==> config.mk <==
export PLATFORM = sky130hd
export DESIGN_NAME = period_prescale_calc
export DESIGN_NICKNAME = d
export VERILOG_FILES = /design/src/rtl/pscl_pkg.sv /design/src/rtl/pscl_stage.sv /design/src/rtl/pscl_select.sv /design/src/rtl/period_prescale_calc.sv
export SDC_FILE = /design/constraint.sdc
export NUM_CORES = 1
export LEC_CHECK = 0
export BUFFER_PORTS_ARGS = -buffer_cell sky130_fd_sc_hd__buf_2
export CAP_MARGIN = 20
export CORE_UTILIZATION = 24
export CTS_CLUSTER_DIAMETER = 200
export DETAILED_ROUTE_END_ITERATION = 10
export GPL_ROUTABILITY_DRIVEN = 0
export HOLD_SLACK_MARGIN = 0.02
export PLACE_DENSITY = 0.47
export SYNTH_ARGS = -nofsm -noshare
export SYNTH_HDL_FRONTEND = slang
export SYNTH_SLANG_ARGS = --single-unit
==> constraint.sdc <==
create_clock -name clk -period 1.95 [get_ports clk]
set_clock_uncertainty 0.05 [all_clocks]
set_input_delay 0.39 -clock clk [delete_from_list [all_inputs] [get_ports clk]]
set_output_delay 0.39 -clock clk [all_outputs]
set_load 0.01 [all_outputs]
==> src/rtl/pscl_pkg.sv <==
package pscl_pkg;
  localparam int NUM_DIV = 5;

  // cumulative right shift applied before stage i is checked
  function automatic int stage_shift(input int i);
    if (i == 0) return 0;
    else if (i <= 2) return 3 * i;
    else return 6 + 2 * (i - 2);
  endfunction

  // divider select code of stage i
  function automatic int stage_code(input int i);
    return i + 1;
  endfunction
endpackage

==> src/rtl/pscl_stage.sv <==
module pscl_stage #(
  parameter int PROD_W = 36,
  parameter int TOP_W  = 16,
  parameter int SHIFT  = 0
) (
  input  logic [PROD_W-1:0] count,
  output logic              fit,
  output logic [TOP_W-1:0]  top
);
  logic [PROD_W-1:0] scaled;

  always_comb begin
    scaled = count >> SHIFT;
    fit    = (scaled >> TOP_W) == '0;
    top    = scaled[TOP_W-1:0];
  end
endmodule

==> src/rtl/pscl_select.sv <==
module pscl_select #(
  parameter int N     = 5,
  parameter int TOP_W = 16,
  parameter int SEL_W = 3
) (
  input  logic [N-1:0]            fit,
  input  logic [N-1:0][TOP_W-1:0] tops,
  output logic [SEL_W-1:0]        sel,
  output logic [TOP_W-1:0]        top
);
  always_comb begin
    sel = SEL_W'(pscl_pkg::stage_code(N - 1));
    top = '1;
    for (int i = N - 1; i >= 0; i--) begin
      if (fit[i]) begin
        sel = SEL_W'(pscl_pkg::stage_code(i));
        top = tops[i];
      end
    end
  end

  // a larger shift must fit whenever a smaller one does
  generate
    for (genvar g = 0; g < N - 1; g++) begin : g_mono
      always_comb begin
        assert_fit_monotone_R5: assert (!fit[g] || fit[g+1]);
      end
    end
  endgenerate
endmodule

==> src/rtl/period_prescale_calc.sv <==
module period_prescale_calc #(
  parameter int CLK_HZ   = 16_000_000,
  parameter int PERIOD_W = 32,
  parameter int TOP_W    = 16,
  parameter int SEL_W    = 3
) (
  input  logic                clk,
  input  logic                rst_n,
  input  logic                in_valid,
  output logic                in_ready,
  input  logic [PERIOD_W-1:0] in_period_us,
  output logic                res_valid,
  output logic [SEL_W-1:0]    res_sel,
  output logic [TOP_W-1:0]    res_top,
  output logic                res_zero
);
  localparam int N       = pscl_pkg::NUM_DIV;
  localparam int SCALE   = CLK_HZ / 2_000_000;
  localparam int SCALE_W = $clog2(SCALE + 1);
  localparam int PROD_W  = PERIOD_W + SCALE_W;
  localparam logic [PROD_W-1:0] SCALE_V = PROD_W'(SCALE);

  logic [PROD_W-1:0]         count;
  logic [N-1:0]              fit;
  logic [N-1:0][TOP_W-1:0]   tops;
  logic [SEL_W-1:0]          pick_sel;
  logic [TOP_W-1:0]          pick_top;
  logic                      accept;
  logic                      ready_q;

  assign count  = PROD_W'(in_period_us) * SCALE_V;
  assign accept = in_valid && ready_q;
  assign in_ready = ready_q;

  generate
    for (genvar g = 0; g < N; g++) begin : g_stage
      pscl_stage #(
        .PROD_W(PROD_W),
        .TOP_W (TOP_W),
        .SHIFT (pscl_pkg::stage_shift(g))
      ) i_stage (
        .count(count),
        .fit  (fit[g]),
        .top  (tops[g])
      );
    end
  endgenerate

  pscl_select #(.N(N), .TOP_W(TOP_W), .SEL_W(SEL_W)) i_select (
    .fit (fit),
    .tops(tops),
    .sel (pick_sel),
    .top (pick_top)
  );

  always_ff @(posedge clk) begin
    if (!rst_n) begin
      ready_q   <= 1'b0;
      res_valid <= 1'b0;
      res_sel   <= '0;
      res_top   <= '0;
      res_zero  <= 1'b0;
    end else begin
      ready_q   <= 1'b1;
      res_valid <= accept;
      if (accept) begin
        res_sel  <= pick_sel;
        res_top  <= pick_top;
        res_zero <= (in_period_us == '0);
      end
    end
  end

  assert_strobe_R8: assert property (@(posedge clk) disable iff (!rst_n)
    (in_valid && in_ready) |=> res_valid);
  assert_no_spurious_R8: assert property (@(posedge clk) disable iff (!rst_n)
    !(in_valid && in_ready) |=> !res_valid);
  assert_hold_R9: assert property (@(posedge clk) disable iff (!rst_n)
    !res_valid |-> ($stable(res_sel) && $stable(res_top) && $stable(res_zero)));
  assert_code_range_R2: assert property (@(posedge clk) disable iff (!rst_n)
    res_valid |-> (res_sel >= SEL_W'(1) && res_sel <= SEL_W'(N)));
  assert_zero_result_R7: assert property (@(posedge clk) disable iff (!rst_n)
    (res_valid && res_zero) |-> (res_top == '0 && res_sel == SEL_W'(1)));
  assert_ready_after_reset_R9: assert property (@(posedge clk) disable iff (!rst_n)
    $past(rst_n) |-> in_ready);
endmodule

==> results of run 1 <==
-- registers in the layout, summed over array words and instances, names as in the netlist --
signal and count:
in_ready 1, res_sel 3, res_top 16, res_valid 1, res_zero 1
-- worst paths after layout --
kind	startpoint	to	cells past startpoint
hold reg to reg	res_top[15]	res_top[15]	2
setup reg to reg	in_ready	res_top[14]	5
setup / recovery	in_period_us[28]	res_top[13]	6
hold / removal	rst_n	in_ready	1
-- power by group --
part	total, mW	internal [mW]	switching (mW)
clock network	0.457	0.275	0.182
registers	0.490	0.477	0.0131
logic	0.261	0.110	0.152
total	1.21	0.862	0.346
-- cell usage in the layout, fill, tap and decap left out, types with 2 or more instances in the layout --
cell type	n
a211o_1	2
a211oi_1	6
a21oi_1	11
a22o_1	8
a22oi_1	3
a2bb2oi_2	7
a311oi_1	2
a31oi_1	3
and2_1	3
buf_12	2
buf_2	56
buf_4	30
clkbuf_8	3
dfxtp_1	22
inv_1	4
nand2_1	35
nand3_1	2
nand4_1	3
nand4b_1	7
nor2_1	12
nor2b_1	2
nor3_1	4
nor3_2	2
nor3_4	2
nor4_1	3
o211ai_1	2
o21ai_0	8
o21ai_1	10
o31ai_1	2
or2_1	3
or3_1	2
or4_1	2
-- stage by stage --
step	setup WS, ns	cells	setup TNS, ns	hold slack [ns]	cell area (sq um)
global route	0.0834	352	0	0.284	2210
finish	0.190	352	0	0.275	2210
global placement	-0.0513	348	-0.556	0.393	2140
CTS	0.174	352	0	0.276	2210
detailed placement	-0.130	348	-1.26	0.395	2140
floorplan	0.107	193	0	0.368	1530
-- area by class of cell --
type	count	area, sq um	area share (%)
inverters	4	15.0	0.679
flip-flops and latches	22	440	19.9
well taps	75	93.8	4.24
repair buffers	88	546	24.7
clock buffers	3	41.3	1.87
multi-input cells	159	1040	47.3
clock inverters	1	30.0	1.36
-- worst max-delay path, stage by stage --
cell     delay, ns
buf_2         0.10
nor4_2        0.34
nand2_1       0.28
or4_1         0.55
o21ai_1       0.10
a31oi_1       0.10
-- cells by family (layout without fill, tap and decap cells) --
kind of cell           count (synthesis)  count (layout)  synth area share, %
flip-flops                            22              22                 28.7
AO/OA/AOI/OAI                         69              69                 33.8
AND/OR/NAND/NOR                       90              90                 34.4
buffers and inverters                 12              96                 3.10
-- routing by layer --
layer  share of wire [%]  GRT usage (%)  vias to the layer above
li1                    -              -                      912
met1                  49           25.2                      846
met2                  45           30.9                       61
met3                 4.7           2.33                        9
met4                 1.6           6.84                        0
met5                   0              0                        -
==> summary.md, run 1 <==
| Metric | Value |
|---|---|
| CTS root buf | `clkbuf_8` |
| Synth top area cells | `dfxtp_1 (29%), nand2_1 (8.6%), a2bb2oi_2 (6.9%)` |
| Synth cell count leaders | `nand2_1 (35), dfxtp_1 (22), nor2_1 (12), a21oi_1 (11), o21ai_1 (10)` |
| P&R area growth vs syn | `44.2%` |
| Die width | `81.9 um` |
| Grt total ovfl | `0` |
| Die area | `6710 sq um` |
| Post-CTS Resized | `0` |
| Post-CTS Repair Setup Buffers | `0` |
| Final-layout fill cell count | `657` |
| Mapped Nets | `228` |
| Count leader, synth | `nand2_1` |
| Worst-Skew Late Latency | `0.28 ns` |
| Worst Setup Start Kind | `input port` |
| CP Class | `input port to flip-flop` |
| Row count | `28` |
| I/O pin cnt | `57` |
| Avg Inst Size Synth | `7.94 sq um` |
| Core Region | `6030 sq um` |
| TritonCTS clock tree | `yes` |
| Synth unique cells | `43` |
| Worst Path Max Fanout | `6` |
| Post-synth ARST share | `0%` |
| Share of cells above drive strength 1 | `39.7%` |
| Drt via density | `5.19` |
| I/O Buffers | `56` |
| Cell Pwr Density | `546 nW/um^2` |
| Relative slew slack | `69.4%` |
| Ys Warns | `0` |
| Drt first pass iters | `4` |
| Routed WL | `5.87 mm` |
| Synth area leader | `dfxtp_1` |
| Lkg Pwr | `0.926 nW` |
| Peak supply drop | `0.267 mV` |
| Hold_buf cts | `0` |
| Clock Path Buffers | `2` |
| DP HPWL | `4.67 mm` |
| Largest net degree at the start of global routing | `14` |
| Initial DRC count | `115` |
| EDFF count, synth | `0` |
| Initial antenna violation count | `0` |
| FF+latch count, synth | `22` |
| Vias | `1828` |
| N_diodes | `0` |
| Hold Crit Class | `input port to flip-flop` |
| Maximum clock rate | `0.568 GHz` |
| TritonCTS Buffers | `3` |
| RSZ-0062 raised after global routing | `no` |
| Antenna viol nets, final | `0` |
| Total GRT Usage | `18.9%` |
| Top cell type's share of synthesized area | `28.7%` |
| Syn Inst Count | `193` |
| Drt drc | `0` |
| Die Y | `81.9 um` |
| Final #Nets | `313` |
| Drt wl/cell | `16.7 um` |
| Kind of end point of the critical path | `flip-flop` |
| Final hold vios | `0` |
| Power Total | `1.21 mW` |
| Count of final max-slew check failures | `0` |
| Initial Util | `25.4%` |
| Max-cap violations | `0` |
| Slew @ Worst Pin | `0.459 ns` |
| CTS sink count | `22` |
| Worst path required time | `2.06 ns` |
| Wire length of the first global-routing pass | `9.34 mm` |
| Tmin final | `1.76 ns` |
| Sequential fraction of the synthesis area | `28.7%` |
| Register-to-Register Setup Slack | `0.51 ns` |
| Part of the cycle the worst path needs | `90.2%` |
| # setup viols final | `0` |
| H-tree depth | `1` |
| Synthesized area | `1530 sq um` |
| Vias in the first global route | `1837` |
| CTS clk-pin slew, worst paths | `0.10 ns` |
| Final core occ | `36.7%` |
| Arrival @ worst endpoint | `1.87 ns` |
| Top FF cell, synth | `dfxtp_1` |
| Outcome | `completed` |
Power figures use the tool's default switching activity.
==> run 2: changes to the inputs <==
--- a/config.mk
+++ b/config.mk
@@ -5,14 +5,15 @@
 export SDC_FILE = /design/constraint.sdc
 export NUM_CORES = 1
 export LEC_CHECK = 0
-export BUFFER_PORTS_ARGS = -buffer_cell sky130_fd_sc_hd__buf_2
+export BUFFER_PORTS_ARGS = -buffer_cell sky130_fd_sc_hd__clkbuf_2
 export CAP_MARGIN = 20
-export CORE_UTILIZATION = 24
+export CORE_UTILIZATION = 49
 export CTS_CLUSTER_DIAMETER = 200
 export DETAILED_ROUTE_END_ITERATION = 10
 export GPL_ROUTABILITY_DRIVEN = 0
 export HOLD_SLACK_MARGIN = 0.02
-export PLACE_DENSITY = 0.47
+export PLACE_DENSITY = 0.82
+export REMOVE_ABC_BUFFERS = 1
 export SYNTH_ARGS = -nofsm -noshare
 export SYNTH_HDL_FRONTEND = slang
 export SYNTH_SLANG_ARGS = --single-unit
==> summary.md, run 2 (synthesized netlist as in run 1, its figures left out) <==
| Metric | Value |
|---|---|
| Vias | `1950 (+6.7%)` |
| Worst path required time | `2.13 ns (+0.07 ns)` |
| Final-layout fill cell count | `241 (-63%)` |
| Wire length of the first global-routing pass | `8.49 mm (-9.1%)` |
| Die area | `3360 sq um (-50%)` |
| Vias in the first global route | `1815 (-1.2%)` |
| I/O pin cnt | `57 (unchanged)` |
| Worst-Skew Late Latency | `0.32 ns (+0.04 ns)` |
| Antenna viol nets, final | `0 (unchanged)` |
| Row count | `19 (-32%)` |
| Core Region | `2850 sq um (-53%)` |
| Drt first pass iters | `10 (+6)` |
| Die Y | `57.9 um (-29%)` |
| N_diodes | `0 (unchanged)` |
| Commonest cells after routing, fill and taps aside | `clkbuf_2 (56), nand2_1 (35), buf_4 (26)` |
| Largest regs | `res_top: 16 flops, res_sel: 3 flops` |
| Initial Util | `53.7% (+28 points)` |
| Hold Crit Class | `input port to flip-flop` |
| CP Class | `input port to flip-flop` |
| DP HPWL | `3.95 mm (-15%)` |
| Dpl cell area | `2010 sq um (-5.8%)` |
| Post-CTS Resized | `0 (unchanged)` |
| Grt total ovfl | `0 (unchanged)` |
| CTS clk-pin slew, worst paths | `0.13 ns (+0.03 ns)` |
| Max-cap violations | `0 (unchanged)` |
| Kind of end point of the critical path | `flip-flop` |
| Total GRT Usage | `32.8% (+14 points)` |
| H-tree depth | `1 (unchanged)` |
| P&R area growth vs syn | `34.9%` |
| Final #Nets | `307 (-1.9%)` |
| Initial antenna violation count | `0 (unchanged)` |
| TritonCTS Buffers | `3 (unchanged)` |
| # setup viols final | `0 (unchanged)` |
| Power Total | `1.10 mW (-9.1%)` |
| Post-route cell area | `2070 sq um (-6.5%)` |
| Count of final max-slew check failures | `0 (unchanged)` |
| Failing checks | `DRC` |
| CTS sink count | `22 (unchanged)` |
| Worst Setup Start Kind | `input port` |
| Tmin final | `1.67 ns (-0.0863 ns)` |
| Commonest non-fill, non-tap cell in the layout | `clkbuf_2` |
| Worst Path Max Fanout | `8 (+2)` |
| Slew @ Worst Pin | `0.512 ns (+0.0525 ns)` |
| Largest net degree at the start of global routing | `14 (unchanged)` |
| Cell Pwr Density | `531 nW/um^2 (-2.7%)` |
| Peak supply drop | `0.407 mV (+52%)` |
| Drt via density | `6.46 (+24%)` |
| Clock Path Buffers | `2 (unchanged)` |
| Final core occ | `72.5% (+36 points)` |
| Drt wl/cell | `17.0 um (+2.0%)` |
| Drt drc | `2 (+2)` |
| RSZ-0062 raised after global routing | `no` |
| Initial DRC count | `174 (+51%)` |
| Relative slew slack | `65.9% (-3.5 points)` |
| Largest Register | `res_top` |
| Post-CTS Repair Setup Buffers | `0 (unchanged)` |
| CTS root buf | `clkbuf_4` |
| Arrival @ worst endpoint | `1.85 ns (-0.02 ns)` |
| Hold slack | `0.247 ns (-0.0282 ns)` |
| Part of the cycle the worst path needs | `85.8% (-4.4 points)` |
| Maximum clock rate | `0.598 GHz (+5.2%)` |
| TritonCTS clock tree | `yes` |
| Die width | `57.9 um (-29%)` |
| Hold_buf cts | `0 (unchanged)` |
| I/O Buffers | `56 (unchanged)` |
| Routed WL | `5.13 mm (-13%)` |
| Max FFs per register | `16 (unchanged)` |
| Outcome | `complete, but fails checks` |
| Lkg Pwr | `0.881 nW (-4.9%)` |
| Final hold vios | `0 (unchanged)` |
| Share of cells above drive strength 1 | `38.4% (-1.3 points)` |
==> run 2: cell types whose count changed in the layout (fill, tap and decap cells not counted), sizes merged <==
cell,previous run,this run
clkbuf,3,59
buf,88,26
==> run 2: metrics by stage <==
step	setup slack [ns]	cells	TNS (ns)
floorplan	0.109	185	0
global placement	0.0468	298	0
detailed placement	-0.00907	298	-0.0142
CTS	0.337	302	0
global route	0.150	302	0
finish	0.277	302	0
==> run 2: path summary, 6_finish.rpt <==
path | startpoint | end | slack, ns | cells past startpoint
max | in_period_us[28] | res_top[10] | 0.28 | 7
min | rst_n | in_ready | 0.25 | 1
max reg2reg | in_ready | res_top[10] | 0.35 | 5
min reg2reg | res_top[0] | res_top[0] | 0.41 | 2
==> run 2: where the power goes <==
group          switching [mW]  internal, mW
clock                   0.152         0.208
combinational           0.147        0.0993
sequential             0.0142         0.478
total                   0.313         0.785
==> run 2: metal layers <==
layer	track usage [%]	part of all wire, %	vias up
met5	0	0	-
met3	8.26	10	28
met2	51.1	46	137
li1	-	-	903
met1	42.4	40	882
met4	16.0	3.4	0
==> run 2: area by class of cell <==
| class | count | area, sq um | share of cell area [%] |
|---|---|---|---|
| Clock inverter | 1 | 30.0 | 1.45 |
| Clock buffer | 3 | 22.5 | 1.09 |
| Inverter | 4 | 15.0 | 0.726 |
| Tap cell | 31 | 38.8 | 1.88 |
| Multi-Input combinational cell | 159 | 1040 | 50.5 |
| Timing Repair Buffer | 82 | 475 | 23.0 |
| Sequential cell | 22 | 440 | 21.3 |
==> run 2: critical path, cell delays in order <==
cell and delay [ns]:
clkbuf_2 0.09, nor4_2 0.29, buf_4 0.16, and2_1 0.16
nand3_1 0.25, nand4b_1 0.33, a2bb2oi_2 0.19
